File: config.mk
export PLATFORM = sky130hd
export DESIGN_NAME = dma_flyby_ctrl
export DESIGN_NICKNAME = d
export VERILOG_FILES = /design/src/rtl/dma_fly_pkg.sv /design/src/rtl/dma_fly_regs.sv /design/src/rtl/dma_fly_seq.sv /design/src/rtl/dma_flyby_ctrl.sv
export SDC_FILE = /design/constraint.sdc
export NUM_CORES = 1
export LEC_CHECK = 0
export ABC_AREA = 1
export BUFFER_PORTS_ARGS = -buffer_cell sky130_fd_sc_hd__buf_4
export CORE_MARGIN = 2
export CORE_UTILIZATION = 50
export DETAILED_ROUTE_END_ITERATION = 12
export PLACE_DENSITY = 0.75
export SETUP_SLACK_MARGIN = 0.2
export SYNTH_ARGS = -nofsm -noshare
export SYNTH_HDL_FRONTEND = slang
export SYNTH_SLANG_ARGS = --single-unit
File: constraint.sdc
create_clock -name clk -period 1.9 [get_ports clk]
set_clock_uncertainty 0.2 [all_clocks]
set_input_delay 0.38 -clock clk [delete_from_list [all_inputs] [get_ports clk]]
set_output_delay 0.38 -clock clk [all_outputs]
set_load 0.03 [all_outputs]
File: src/rtl/dma_fly_pkg.sv
package dma_fly_pkg;

   typedef enum logic [1:0] {
      XM_SINGLE = 2'b00,
      XM_BLOCK  = 2'b01,
      XM_DEMAND = 2'b10,
      XM_RSVD   = 2'b11
   } xfer_mode_e;

   typedef enum logic [1:0] {
      SQ_IDLE = 2'b00,
      SQ_ARB  = 2'b01,
      SQ_MOVE = 2'b10
   } seq_state_e;

   localparam logic [1:0] SLOT_CTRL = 2'd0;
   localparam logic [1:0] SLOT_ADDR = 2'd1;
   localparam logic [1:0] SLOT_CNT  = 2'd2;
   localparam logic [1:0] SLOT_STAT = 2'd3;

endpackage

File: src/rtl/dma_fly_regs.sv
module dma_fly_regs
   import dma_fly_pkg::*;
#(
   parameter int unsigned AW        = 16,
   parameter int unsigned CW        = 12,
   parameter int unsigned DW        = 16,
   parameter int unsigned ADDR_STEP = 1
) (
   input  logic          clk,
   input  logic          rst_n,
   input  logic          wr_en,
   input  logic [1:0]    wr_sel,
   input  logic [DW-1:0] wr_data,
   input  logic          busy,
   input  logic          step,
   output logic          enable,
   output logic          dir_to_mem,
   output xfer_mode_e    mode,
   output logic [AW-1:0] cur_addr,
   output logic          cnt_nz,
   output logic          cnt_last,
   output logic          irq
);

   logic [CW-1:0] cnt_q;
   logic [AW-1:0] addr_nxt;
   logic          clr_hit;

   if (AW > DW) begin : g_chk_aw
      $error("dma_fly_regs: AW must not exceed DW");
   end
   if (CW > DW) begin : g_chk_cw
      $error("dma_fly_regs: CW must not exceed DW");
   end
   if (ADDR_STEP < 1) begin : g_chk_step
      $error("dma_fly_regs: ADDR_STEP must be at least 1");
   end

   if (ADDR_STEP == 1) begin : g_inc_one
      assign addr_nxt = cur_addr + 1'b1;
   end else begin : g_inc_n
      assign addr_nxt = cur_addr + AW'(ADDR_STEP);
   end

   assign cnt_nz   = (cnt_q != '0);
   assign cnt_last = (cnt_q == CW'(1));
   assign clr_hit  = wr_en && (wr_sel == SLOT_STAT) && wr_data[0];

   always_ff @(posedge clk or negedge rst_n) begin
      if (!rst_n) begin
         enable     <= 1'b0;
         dir_to_mem <= 1'b0;
         mode       <= XM_SINGLE;
      end else if (wr_en && wr_sel == SLOT_CTRL) begin
         enable     <= wr_data[0];
         dir_to_mem <= wr_data[1];
         mode       <= xfer_mode_e'(wr_data[3:2]);
      end
   end

   always_ff @(posedge clk or negedge rst_n) begin
      if (!rst_n) begin
         cur_addr <= '0;
      end else if (step) begin
         cur_addr <= addr_nxt;
      end else if (wr_en && wr_sel == SLOT_ADDR && !busy) begin
         cur_addr <= wr_data[AW-1:0];
      end
   end

   always_ff @(posedge clk or negedge rst_n) begin
      if (!rst_n) begin
         cnt_q <= '0;
      end else if (step) begin
         cnt_q <= cnt_q - 1'b1;
      end else if (wr_en && wr_sel == SLOT_CNT && !busy) begin
         cnt_q <= wr_data[CW-1:0];
      end
   end

   always_ff @(posedge clk or negedge rst_n) begin
      if (!rst_n) begin
         irq <= 1'b0;
      end else if (step && cnt_last) begin
         irq <= 1'b1;
      end else if (clr_hit) begin
         irq <= 1'b0;
      end
   end

   // an item is never moved with an empty count
   p_no_underflow_r4: assert property (@(posedge clk) disable iff (!rst_n)
      step |-> cnt_nz);
   // the final item raises the interrupt
   p_irq_set_r5: assert property (@(posedge clk) disable iff (!rst_n)
      (step && cnt_last) |=> irq);
   // the interrupt only falls on a status-clear write
   p_irq_hold_r6: assert property (@(posedge clk) disable iff (!rst_n)
      (irq && !clr_hit) |=> irq);

endmodule

File: src/rtl/dma_fly_seq.sv
module dma_fly_seq
   import dma_fly_pkg::*;
(
   input  logic       clk,
   input  logic       rst_n,
   input  logic       enable,
   input  xfer_mode_e mode,
   input  logic       cnt_nz,
   input  logic       cnt_last,
   input  logic       dev_req,
   input  logic       bus_gnt,
   output logic       bus_req,
   output logic       move,
   output logic       busy
);

   seq_state_e state_q, state_d;
   logic       req_used_q;
   logic       start_ok;
   logic       carry_on;
   logic       is_single;

   assign is_single = (mode != XM_BLOCK) && (mode != XM_DEMAND);
   assign start_ok  = enable && cnt_nz && dev_req && !(is_single && req_used_q);

   always_comb begin
      unique case (mode)
         XM_BLOCK:  carry_on = 1'b1;
         XM_DEMAND: carry_on = dev_req;
         default:   carry_on = 1'b0;
      endcase
   end

   always_comb begin
      state_d = state_q;
      unique case (state_q)
         SQ_IDLE: if (start_ok) state_d = SQ_ARB;
         SQ_ARB:  if (bus_gnt) state_d = SQ_MOVE;
         SQ_MOVE: begin
            if (cnt_last || !carry_on) state_d = SQ_IDLE;
            else if (!bus_gnt)         state_d = SQ_ARB;
            else                       state_d = SQ_MOVE;
         end
         default: state_d = SQ_IDLE;
      endcase
   end

   always_ff @(posedge clk or negedge rst_n) begin
      if (!rst_n) state_q <= SQ_IDLE;
      else        state_q <= state_d;
   end

   // remembers that the present request assertion was already served
   always_ff @(posedge clk or negedge rst_n) begin
      if (!rst_n)                           req_used_q <= 1'b0;
      else if (state_q == SQ_MOVE && is_single) req_used_q <= 1'b1;
      else if (!dev_req)                    req_used_q <= 1'b0;
   end

   assign bus_req = (state_q == SQ_ARB) || (state_q == SQ_MOVE);
   assign move    = (state_q == SQ_MOVE);
   assign busy    = bus_req;

   // a disabled idle channel stays idle
   p_idle_disabled_r1: assert property (@(posedge clk) disable iff (!rst_n)
      (state_q == SQ_IDLE && !enable) |=> !bus_req);
   // no item without a grant
   p_wait_grant_r2: assert property (@(posedge clk) disable iff (!rst_n)
      (state_q == SQ_ARB && !bus_gnt) |=> !move);
   // bus released after the last item
   p_done_release_r5: assert property (@(posedge clk) disable iff (!rst_n)
      (move && cnt_last) |=> !bus_req);
   // single mode hands the bus back after each item
   p_single_gap_r7: assert property (@(posedge clk) disable iff (!rst_n)
      (move && is_single) |=> !bus_req);
   // block mode keeps moving while granted
   p_block_run_r8: assert property (@(posedge clk) disable iff (!rst_n)
      (move && mode == XM_BLOCK && !cnt_last && bus_gnt) |=> move);
   // demand mode stops when the request is gone
   p_demand_stop_r9: assert property (@(posedge clk) disable iff (!rst_n)
      (move && mode == XM_DEMAND && !dev_req) |=> !move);

endmodule

File: src/rtl/dma_flyby_ctrl.sv
module dma_flyby_ctrl
   import dma_fly_pkg::*;
#(
   parameter int unsigned AW        = 16,
   parameter int unsigned CW        = 12,
   parameter int unsigned DW        = 16,
   parameter int unsigned ADDR_STEP = 1
) (
   input  logic          clk,
   input  logic          rst_n,
   input  logic          reg_wr,
   input  logic [1:0]    reg_sel,
   input  logic [DW-1:0] reg_wdata,
   input  logic          dev_req,
   output logic          dev_ack,
   output logic          bus_req,
   input  logic          bus_gnt,
   output logic [AW-1:0] mem_addr,
   output logic          mem_rd,
   output logic          mem_wr,
   output logic          irq
);

   logic          enable;
   logic          dir_to_mem;
   xfer_mode_e    mode;
   logic [AW-1:0] cur_addr;
   logic          cnt_nz;
   logic          cnt_last;
   logic          move;
   logic          busy;

   dma_fly_regs #(
      .AW(AW), .CW(CW), .DW(DW), .ADDR_STEP(ADDR_STEP)
   ) u_regs (
      .clk        (clk),
      .rst_n      (rst_n),
      .wr_en      (reg_wr),
      .wr_sel     (reg_sel),
      .wr_data    (reg_wdata),
      .busy       (busy),
      .step       (move),
      .enable     (enable),
      .dir_to_mem (dir_to_mem),
      .mode       (mode),
      .cur_addr   (cur_addr),
      .cnt_nz     (cnt_nz),
      .cnt_last   (cnt_last),
      .irq        (irq)
   );

   dma_fly_seq u_seq (
      .clk      (clk),
      .rst_n    (rst_n),
      .enable   (enable),
      .mode     (mode),
      .cnt_nz   (cnt_nz),
      .cnt_last (cnt_last),
      .dev_req  (dev_req),
      .bus_gnt  (bus_gnt),
      .bus_req  (bus_req),
      .move     (move),
      .busy     (busy)
   );

   assign dev_ack  = move;
   assign mem_addr = move ? cur_addr : '0;
   assign mem_wr   = move && dir_to_mem;
   assign mem_rd   = move && !dir_to_mem;

   // exactly one strobe per item cycle
   p_one_strobe_r3: assert property (@(posedge clk) disable iff (!rst_n)
      dev_ack |-> ($countones({mem_rd, mem_wr}) == 1));
   // the bus lines are quiet between items
   p_quiet_r3: assert property (@(posedge clk) disable iff (!rst_n)
      !dev_ack |-> (!mem_rd && !mem_wr && mem_addr == '0));
   // an item cycle always sits inside a bus request
   p_ack_in_req_r2: assert property (@(posedge clk) disable iff (!rst_n)
      dev_ack |-> bus_req);

endmodule

==> out/qor.yml, run 1 <==
setup_path:
  worstPathRequired_ns: 1.32
  cpPeakStageDelay_ns: 0.39
  worstSetupPathType: "flop to primary output"
  path_buf_inv: 4
  cp_cell_sequence: "inv_2 > ha_4 > clkbuf_16 > nand2_4 > inv_4 > buf_6"
  start_kind: "flop"
  crit_family: "buffers and inverters"
  crit_arrival_ns: 1.43
  crit_fanout: 7
  worst_setup_path_end_kind: "primary output"
  cpMaxStageDelayCell: "dfrtp_1"
placement:
  gp_congestion: 0.967
  dpl_cell_area_mm2: 0.00309
  place_hpwl_mm: 4.95
  port_buffers: 43
  preCtsSetupSlack_ns: 0.0636
  place_inst: 482
synthesis:
  synthCells: 369
  synthArstFlopShare_pct: 100
  synth-seq-area-share_pct: 35.5
  ys_seq_elements: 36
  ys.flop_type: "dfrtp_1"
  postSynthAreaPerCell_um2: 6.89
  synth-edff-count: 0
  syn_nets: 402
  synth_area_mm2: 0.00254
  yosys_warnings: 0
  synth_cell_types: 34
final_layout:
  antenna_cells: 0
  fin_cells: 513
  final_nets: 479
  syn2layout_area_growth_pct: 47.7
  finish.instance_area_mm2: 0.00375
  final_common_cell: "nand2_1"
  final_cell_mix: "nand2_1, buf_4, dfrtp_1"
  drive_gt1_share_pct: 40.6
sta:
  fmax_mhz: 497
  hold_viol_final: 0
  period_minus_slack_ns: 2.01
  relSlewSlack_pct: 67.2
  worst_pin_slew_ns: 0.492
  maxSlewViolCount: 0
  setup_viol: 24
  rsz0062_at_grt: "yes"
  layout_setup_ws_ns: -0.113
  tns_ns: -1.81
  timing.final.crit_share_pct: 106
clock_network:
  clockBufferDepth: 2
  cts_buffers: 5
  clock-sinks: 36
  path_clk_slew_ns: 0.07
  tritoncts: "yes"
  htree_levels: 2
  clkLatencyLatePin_ns: 0.30
  cts-root-buf: "clkbuf_8"
floorplanning:
  die-area_mm2: 0.00567
  die_height_um: 75.3
  start_util_pct: 52.8
  core_area_mm2: 0.00482
  die_w_um: 75.3
  io-pin-count: 44
  fp-row-count: 25
detailed_routing:
  drt_iter0_markers: 334
  vias: 2813
  final_antenna_net_count: 0
  viasPerCell: 5.48
  drcViolationCount: 0
  detail_route.wl_per_cell_um: 15.7
  drt-pass1-iter-count: 5
  routed_wl_mm: 8.07
power_and_ir_drop:
  vdd_drop_max_mv: 0.914
  p_leak_nw: 1.90
  pwr_density_cell_mw_per_mm2: 1470
global_routing:
  grt_remaining_overflow: 0
  grt_pass1_vias: 2526
  grt_usage_pct: 27.1
  grt_pass1_wl_mm: 11.6
  grt_antenna_before_repair: 0
  grt_max_degree: 37
flow_run:
  maxCapViolCount: 0
run_status:
  status: "finished, violations left"
  violations: "negative setup slack"
hold_path:
  hold_class: "input pin to flop"
## routing by layer
| metal | routed length, um | track usage [%] | vias to the layer above |
|---|---|---|---|
| met4 | 299 | 11.1 | 0 |
| li1 | - | - | 1343 |
| met5 | 0 | 0 | - |
| met1 | 3340 | 37.8 | 1308 |
| met3 | 595 | 5.56 | 33 |
| met2 | 3830 | 41.2 | 129 |
## stage by stage
step,power [mW],hold slack [ns],utilization (%)
after floorplan,3.25,-0.116,-
after global placement,3.85,0.176,64.2
after detailed placement,3.91,0.174,64.2
after CTS,4.83,0.117,71.2
after global routing,5.87,0.124,77.9
final,5.54,0.118,77.9
## area by class of cell
class                           count  area [um^2]
Multi-Input combinational cell    265         1630
Fill cell                         325         1060
Sequential cell                    36          902
Timing Repair Buffer               78          774
Inverter                           59          274
Tap cell                           67         83.8
Clock buffer                        6         72.6
Timing Repair inverter              1         11.3
Clock inverter                      1         5.00
## cells by family (layout without fill, tap and decap cells)
| logic type | Yosys count | in the layout | synth area share, % |
|---|---|---|---|
| and+or+nand+nor | 191 | 191 | 33.8 |
| buffers and inverters | 68 | 145 | 10.7 |
| AOI/OAI and AO/OA | 60 | 60 | 13.7 |
| DFF | 36 | 36 | 35.5 |
| adders and majority gates | 10 | 10 | 4.92 |
| xor gates and xnor gates | 3 | 3 | 1.03 |
| muxes | 1 | 1 | 0.443 |
## cells in the mapped netlist (5+ instances only)
master / n / area share [%]
inv_1: 54 / 8.0
o21ai_0: 11 / 2.2
nand2_2: 5 / 1.2
ha_1: 10 / 4.9
dfrtp_1: 36 / 35
buf_2: 6 / 1.2
nor2_1: 27 / 4.0
o21ai_1: 16 / 3.2
a21oi_1: 14 / 2.8
nand2_1: 113 / 17
nor2_4: 5 / 2.2
o211ai_1: 10 / 3.0
nand3_1: 25 / 4.9
## repair_timing
item	in CTS	in global routing
endpoints found under the hold margin	36	0
gates resized for setup	38	69
gates cloned	3	1
buffers inserted	11	8
endpoints found under the setup margin	48	49
hold buffers	1	0
pin swaps	1	16
## state kept, by name, indices dropped and copies added, names as in the netlist
register and flops:
u_regs.mode 2, u_regs.dir_to_mem 1, u_regs.cur_addr 16, u_regs.cnt_q 12, u_seq.req_used_q 1, u_seq.state_q 2, u_regs.irq 1, u_regs.enable 1
## worst reg2reg max path, stage by stage, from the launching register on
cell and delay, ns:
dfrtp_1 0.36, inv_2 0.06, buf_6 0.11, buf_6 0.11, ha_4 0.28, inv_4 0.05, nand3_4 0.08, inv_4 0.05
nor2_4 0.10, buf_12 0.17, clkinv_8 0.08, nor2_4 0.13, a31oi_4 0.04
## path summary, 6_finish.rpt
| path | endpoint | start | slack (ns) | depth (start not counted) |
|---|---|---|---|---|
| max reg2reg | u_regs.cur_addr[1] | u_seq.state_q[0] | -0.03 | 12 |
| min | u_seq.req_used_q | dev_req | 0.12 | 2 |
| max in group asynchronous | u_regs.cur_addr[1] | rst_n | 0.74 | 2 |
| max | mem_addr[9] | u_seq.state_q[0] | -0.11 | 6 |
| min reg2reg | u_seq.req_used_q | u_seq.req_used_q | 0.31 | 1 |
| min in group asynchronous | u_regs.cnt_q[11] | rst_n | 0.39 | 2 |
## report_power, final
group          switching, mW  internal, mW
Sequential             0.460          1.09
Combinational           1.97          1.48
Clock                  0.281         0.249
Total                   2.71          2.82
No activity file was read; power rests on OpenSTA's default activity.
==> run 2, diff against run 1 <==
Settings changed: SYNTH_HIERARCHICAL set to 1.
==> out/qor.yml, run 2 <==
detailed_routing:
  routed_wl_mm: 9.93  # was 8.07 mm
  drcViolationCount: 0  # unchanged
  vias: 3188  # was 2813
  viasPerCell: 5.78  # was 5.48
  drt_iter0_markers: 333  # was 334
  final_antenna_net_count: 0  # unchanged
  drt-pass1-iter-count: 5  # unchanged
  detail_route.wl_per_cell_um: 18.0  # was 15.7 um
synthesis:
  syn_nets: 430  # was 402
  synth_top_area_cell: "dfrtp_1"  # unchanged
  synth.most_common_cell: "nand2_1"  # unchanged
  synth_top_family_by_area: "simple AND/OR/NAND/NOR gates"  # unchanged
  postSynthAreaPerCell_um2: 6.73  # was 6.89 um^2
  synthCells: 397  # was 369
  synth_area_mm2: 0.00267  # was 0.00254 mm^2
  synth-simple-area-share_pct: 39.0  # was 33.8%
  synth_compound_area_share_pct: 9.14  # was 13.7%
  synth-edff-count: 0  # unchanged
  synthArstFlopShare_pct: 100  # unchanged
  ys.flop_type: "dfrtp_1"  # unchanged
  ys_seq_elements: 36  # unchanged
  synth_area_leaders: "dfrtp_1, nand2_1, inv_1, nand3_1, nor2_1"  # was dfrtp_1, nand2_1, inv_1, ha_1, nand3_1
  yosysTopAreaCellShare_pct: 33.7  # was 35.5%
  synth_adder_area_share_pct: 4.69  # was 4.92%
  synth_cell_types: 38  # was 34
  synth-seq-area-share_pct: 33.7  # was 35.5%
  synthMuxAreaShare_pct: 0.843  # was 0.443%
  netlist_top_cells_count: "nand2_1, inv_1, nand3_1"  # was nand2_1, inv_1, dfrtp_1
  yosys_warnings: 6  # was 0
  synth-xor-area-share_pct: 0.328  # was 1.03%
hold_path:
  hold_class: "input pin to flop"  # unchanged
  hold_end: "u_regs/mode[1]"  # was u_seq.req_used_q
  hold_path_depth: 2  # unchanged
  min_from: "reg_wdata[3]"  # was dev_req
floorplanning:
  fp-row-count: 26  # was 25
  io-pin-count: 44  # unchanged
  die_w_um: 77.1  # was 75.3 um
  start_util_pct: 51.9  # was 52.8%
  core_area_mm2: 0.00514  # was 0.00482 mm^2
  die-area_mm2: 0.00594  # was 0.00567 mm^2
  die_height_um: 77.1  # was 75.3 um
power_and_ir_drop:
  pwr_density_cell_mw_per_mm2: 1540  # was 1470 mW/mm^2
  p_leak_nw: 2.07  # was 1.90 nW
  vdd_drop_max_mv: 0.901  # was 0.914 mV
  p_total_mw: 6.29  # was 5.54 mW
clock_network:
  tritoncts: "yes"  # unchanged
  htree_levels: 2  # unchanged
  clock-sinks: 36  # unchanged
  cts_buffers: 5  # unchanged
  clockBufferDepth: 2  # unchanged
  path_clk_slew_ns: 0.07  # about the same
  cts-root-buf: "clkbuf_8"  # unchanged
  clkLatencyLatePin_ns: 0.30  # about the same
setup_path:
  cpPeakStageDelay_ns: 0.40  # was 0.39 ns
  path_buf_inv: 5  # was 4
  worstPathRequired_ns: 1.86  # was 1.32 ns
  r2r_slack_ns: -0.11  # was -0.03 ns
  timing.rr.start: "u_seq/state_q[1]"  # was u_seq.state_q[0]
  worstSetupPathType: "flop to flop"  # was flop to primary output
  reg2reg_depth: 10  # was 12
  crit_fanout: 6  # was 7
  crit_path_start: "u_seq/state_q[1]"  # was u_seq.state_q[0]
  timing.rr.end: "u_regs/cur_addr[4]"  # was u_regs.cur_addr[1]
  cpMaxStageDelayCell: "dfrtp_1"  # unchanged
  cp_cell_sequence: "buf_4 > buf_6 > inv_4 > ha_4 > inv_4 > nand4_4 > nand2_8 > inv_8 > nand2_2 > o221ai_2"  # was inv_2 > ha_4 > clkbuf_16 > nand2_4 > inv_4 > buf_6
  worst_setup_path_end_kind: "flop"  # was primary output
  start_kind: "flop"  # unchanged
  crit_arrival_ns: 1.97  # was 1.43 ns
  path_common_cell: "inv_4"
  crit_family: "simple AND/OR/NAND/NOR gates"  # was buffers and inverters
sta:
  setup_viol: 34  # was 24
  layout_setup_ws_ns: -0.113  # about the same
  relSlewSlack_pct: 66.7  # was 67.2%
  maxSlewViolCount: 0  # unchanged
  hold_viol_final: 0  # unchanged
  period_minus_slack_ns: 2.01  # about the same
  timing.final.crit_share_pct: 106  # about the same
  worst_pin_slew_ns: 0.499  # was 0.492 ns
  rsz0062_at_grt: "yes"  # unchanged
  fmax_mhz: 497  # about the same
global_routing:
  grt_max_degree: 37  # unchanged
  grt_pass1_vias: 2915  # was 2526
  grt_usage_pct: 29.2  # was 27.1%
  grt_pass1_wl_mm: 13.8  # was 11.6 mm
  grt_antenna_before_repair: 0  # unchanged
  grt_remaining_overflow: 0  # unchanged
final_layout:
  multi_input_area_mm2: 0.00179  # was 0.00163 mm^2
  finish.instance_area_mm2: 0.00408  # was 0.00375 mm^2
  antenna_cells: 0  # unchanged
  final_nets: 515  # was 479
  final_common_cell: "nand2_1"  # unchanged
  top_register: "u_regs/cur_addr"  # was u_regs.cur_addr
  num-fill-cells: 337  # was 325
  largest_registers: "u_regs/cur_addr x16, u_regs/cnt_q x12"  # was u_regs.cur_addr x16, u_regs.cnt_q x12
  largest_reg_flops: 16  # unchanged
  regArea_um2: 902  # unchanged
  final_cell_mix: "nand2_1, buf_4, inv_1"  # was nand2_1, buf_4, dfrtp_1
  fin_cells: 552  # was 513
  syn2layout_area_growth_pct: 52.7  # was 47.7%
  fin_util_pct: 79.3  # was 77.9%
  drive_gt1_share_pct: 43.8  # was 40.6%
placement:
  gp_congestion: 0.944  # was 0.967
  port_buffers: 43  # unchanged
  place_inst: 513  # was 482
  dpl_cell_area_mm2: 0.00321  # was 0.00309 mm^2
  place_hpwl_mm: 5.23  # was 4.95 mm
  preCtsSetupSlack_ns: 0.0638  # was 0.0636 ns
flow_run:
  maxCapViolCount: 0  # unchanged
run_status:
  violations: "negative setup slack"  # unchanged
  status: "finished, violations left"  # unchanged
[run 2: cell types whose count changed after synthesis, sizes merged, moves of 3 or more]
| cell | change |
|---|---|
| a21oi | -8 |
| inv | +11 |
| nand2 | +14 |
| nand3 | +13 |
| nor2 | +8 |
| o211ai | -3 |
| o21ai | -8 |
[run 2: cell families (layout without fill, tap and decap cells)]
group,after synthesis,count (layout)
adder cells (fa/ha/maj),10,10
flip-flops,36,36
XOR/XNOR,1,1
buffers and inverters,77,161
AND/OR/NAND/NOR,230,231
multiplexers,2,2
AO/OA/AOI/OAI,41,41
[run 2: worst reg2reg max path, delay by kind of cell, from the launching register on]
| kind | cells | cell delay (ns) |
|---|---|---|
| simple gates | 3 | 0.50 |
| flops | 1 | 0.40 |
| fa+ha+maj | 1 | 0.20 |
| buf+inv | 5 | 0.45 |
| compound gates | 1 | 0.13 |
[run 2: area by class of cell]
cell class / instances / share of cell area, %
multi-input cells: 285 / 43.9
repair buffers: 84 / 22.2
flip-flops and latches: 36 / 22.1
inverters: 69 / 7.52
well taps: 70 / 2.15
clock buffers: 6 / 1.78
repair inverters: 1 / 0.276
clock inverters: 1 / 0.123
[run 2: per-layer routing]
metal | wire, um | vias up | global-route usage, % | part of all wire (%)
li1 | - | 1430 | - | -
met1 | 3630 | 1498 | 35.5 | 37
met2 | 5070 | 209 | 50.3 | 51
met3 | 732 | 51 | 6.00 | 7.4
met4 | 493 | 0 | 12.5 | 5.0
met5 | 0 | - | 0 | 0
[run 2: worst max-delay path by stage]
stage	end	slack, ns	depth (start not counted)
6_report	u_regs/cur_addr[4]	-0.11	10
5_1_grt	u_regs/cur_addr[12]	-0.19	9
4_1_cts	mem_addr[1]	-0.07	6
3_5_place_dp	u_regs/cnt_q[5]	0.06	8
3_3_place_gp	u_regs/cnt_q[8]	0.12	9
2_1_floorplan	u_regs/cnt_q[8]	0.12	10
[run 2: repair_timing]
| action | 4_1_cts | 5_1_grt |
|---|---|---|
| buffers inserted | 15 | 9 |
| setup endpoints to repair | 48 | 52 |
| hold endpoints to repair | 36 | 0 |
| hold buffers | 1 | 0 |
| cloned | 6 | 1 |
| pin swaps | 14 | 23 |
| resized for setup | 78 | 61 |
[run 2: stage by stage]
stage	hold WS [ns]	TNS [ns]
finish	0.139	-2.01
global route	0.145	-4.49
CTS	0.126	-1.10
detailed placement	0.179	0
global placement	0.179	0
floorplan	-0.116	0
[run 2: report_power, final]
group / switching (mW) / internal, mW / total, mW
Clock: 0.294 / 0.250 / 0.544
Sequential: 0.462 / 1.11 / 1.57
Combinational: 2.39 / 1.79 / 4.18
Total: 3.14 / 3.15 / 6.29
==> run 3, diff against run 2 <==
--- a/config.mk
+++ b/config.mk
@@ -13,2 +13,3 @@
 export PLACE_DENSITY = 0.75
+export REMOVE_ABC_BUFFERS = 1
 export SETUP_SLACK_MARGIN = 0.2
--- a/constraint.sdc
+++ b/constraint.sdc
@@ -4,2 +4,2 @@
 set_output_delay 0.38 -clock clk [all_outputs]
-set_load 0.03 [all_outputs]
+set_load 0.02 [all_outputs]
==> out/qor.yml, run 3 (synthesis results as in run 2) <==
run_status:
  status: "finished, violations left"  # unchanged
  violations: "negative setup slack"  # unchanged
detailed_routing:
  routed_wl_mm: 8.35  # was 9.93 mm
  detail_route.wl_per_cell_um: 15.4  # was 18.0 um
  drt_iter0_markers: 424  # was 333
  viasPerCell: 5.54  # was 5.78
  drcViolationCount: 0  # unchanged
  vias: 2996  # was 3188
  drt-pass1-iter-count: 8  # was 5
  final_antenna_net_count: 0  # unchanged
clock_network:
  tritoncts: "yes"  # unchanged
  path_clk_slew_ns: 0.08  # was 0.07 ns
  clkLatencyLatePin_ns: 0.30  # about the same
  clock-sinks: 36  # unchanged
  cts-root-buf: "clkbuf_8"  # unchanged
  cts_buffers: 5  # unchanged
  htree_levels: 2  # unchanged
  clockBufferDepth: 2  # unchanged
setup_path:
  worstSetupPathType: "flop to flop"  # unchanged
  start_kind: "flop"  # unchanged
  worst_setup_path_end_kind: "flop"  # unchanged
  worstPathRequired_ns: 1.91  # was 1.86 ns
  crit_arrival_ns: 2.03  # was 1.97 ns
  crit_fanout: 14  # was 6
floorplanning:
  core_area_mm2: 0.00514  # unchanged
  die_height_um: 77.1  # unchanged
  die-area_mm2: 0.00594  # unchanged
  start_util_pct: 51.9  # unchanged
  io-pin-count: 44  # unchanged
  die_w_um: 77.1  # unchanged
  fp-row-count: 26  # unchanged
placement:
  dpl_cell_area_mm2: 0.00308  # was 0.00321 mm^2
  place_inst: 509  # was 513
  gp_congestion: 0.924  # was 0.944
  preCtsSetupSlack_ns: -0.118  # was 0.0638 ns
  port_buffers: 43  # unchanged
  place_hpwl_mm: 5.08  # was 5.23 mm
final_layout:
  multi_input_area_mm2: 0.00165  # was 0.00179 mm^2
  top_register: "u_regs/cur_addr"  # unchanged
  fin_cells: 541  # was 552
  antenna_cells: 0  # unchanged
  regArea_um2: 903  # was 902 um^2
  fin_util_pct: 73.2  # was 79.3%
  drive_gt1_share_pct: 34.0  # was 43.8%
  finish.instance_area_mm2: 0.00376  # was 0.00408 mm^2
  largest_reg_flops: 16  # unchanged
  largest_registers: "u_regs/cur_addr x16, u_regs/cnt_q x12"  # unchanged
  final_common_cell: "nand2_1"  # unchanged
  num-fill-cells: 409  # was 337
  final_nets: 503  # was 515
  final_cell_mix: "nand2_1, inv_1, buf_4"  # was nand2_1, buf_4, inv_1
  syn2layout_area_growth_pct: 40.9  # was 52.7%
global_routing:
  grt_antenna_before_repair: 0  # unchanged
  grt_usage_pct: 29.0  # was 29.2%
  grt_max_degree: 37  # unchanged
  grt_pass1_wl_mm: 13.6  # was 13.8 mm
  grt_pass1_vias: 2937  # was 2915
  grt_remaining_overflow: 0  # unchanged
sta:
  fmax_mhz: 494  # was 497 MHz
  maxSlewViolCount: 0  # unchanged
  holdWs_ns: 0.125  # was 0.139 ns
  hold_viol_final: 0  # unchanged
  layout_setup_ws_ns: -0.124  # was -0.113 ns
  period_minus_slack_ns: 2.02  # was 2.01 ns
  timing.final.crit_share_pct: 107  # was 106%
  rsz0062_at_grt: "yes"  # unchanged
  setup_viol: 28  # was 34
  relSlewSlack_pct: 67.9  # was 66.7%
  tns_ns: -1.36  # was -2.01 ns
  worst_pin_slew_ns: 0.481  # was 0.499 ns
hold_path:
  hold_class: "input pin to flop"  # unchanged
power_and_ir_drop:
  p_total_mw: 5.52  # was 6.29 mW
  vdd_drop_max_mv: 0.793  # was 0.901 mV
  p_leak_nw: 1.98  # was 2.07 nW
  pwr_density_cell_mw_per_mm2: 1470  # was 1540 mW/mm^2
flow_run:
  maxCapViolCount: 0  # unchanged
run 3: cell types whose count changed in the layout (fill, tap and decap cells not counted), moves of 3 or more:
cell,previous run,this run
o21ai_0,6,10
nor2_1,22,30
buf_8,5,2
inv_4,5,2
inv_1,38,48
nand3_2,9,6
inv_2,20,15
nand2_1,95,110
nand3_1,30,34
nor2_4,11,6
buf_6,30,26
nand2_2,28,12
nor2_2,11,8
run 3: path summary, 6_finish.rpt:
check / startpoint / to / slack (ns) / cells past startpoint
setup / recovery: u_seq/state_q[1] / u_regs/cnt_q[3] / -0.12 / 7
setup reg to reg: u_seq/state_q[1] / u_regs/cnt_q[3] / -0.12 / 7
hold reg to reg: u_regs/cnt_q[10] / u_regs/cnt_q[10] / 0.31 / 2
hold / removal: dev_req / u_seq/req_used_q / 0.12 / 2
max in group asynchronous: rst_n / u_seq/state_q[1] / 0.76 / 2
min in group asynchronous: rst_n / u_regs/cur_addr[4] / 0.38 / 2
run 3: final cells by class:
class                           instances  area share, %
Sequential cell                        36           24.0
Timing Repair inverter                  2          0.466
Inverter                               69           7.82
Multi-Input combinational cell        284           43.9
Timing Repair Buffer                   72           19.0
Clock inverter                          1          0.200
Tap cell                               70           2.33
Clock buffer                            7           2.29
run 3: metal layers:
layer	vias to the layer above	wire, um	track usage (%)
met5	-	0	0
met4	0	250	13.0
met3	36	759	7.06
met2	178	4110	47.9
met1	1379	3240	35.8
li1	1403	-	-
run 3: timing repair:
action | CTS | global route
endpoints found under the setup margin | 50 | 50
cloned | 4 | 0
buffers inserted | 14 | 5
hold buffers | 1 | 0
hold endpoints to repair | 36 | 0
gates resized for setup | 70 | 42
pin swaps | 8 | 12
run 3: power by group:
group	internal (mW)	switching, mW	total, mW
Combinational	1.41	1.95	3.36
Sequential	1.11	0.453	1.56
Clock	0.295	0.304	0.599
run 3: critical path, stage by stage (launching register included):
cell and delay, ns:
dfrtp_2 0.45, ha_4 0.21, buf_4 0.17, bufbuf_16 0.29, nor2_4 0.26, buf_4 0.17
nand2_2 0.07, o211ai_1 0.11
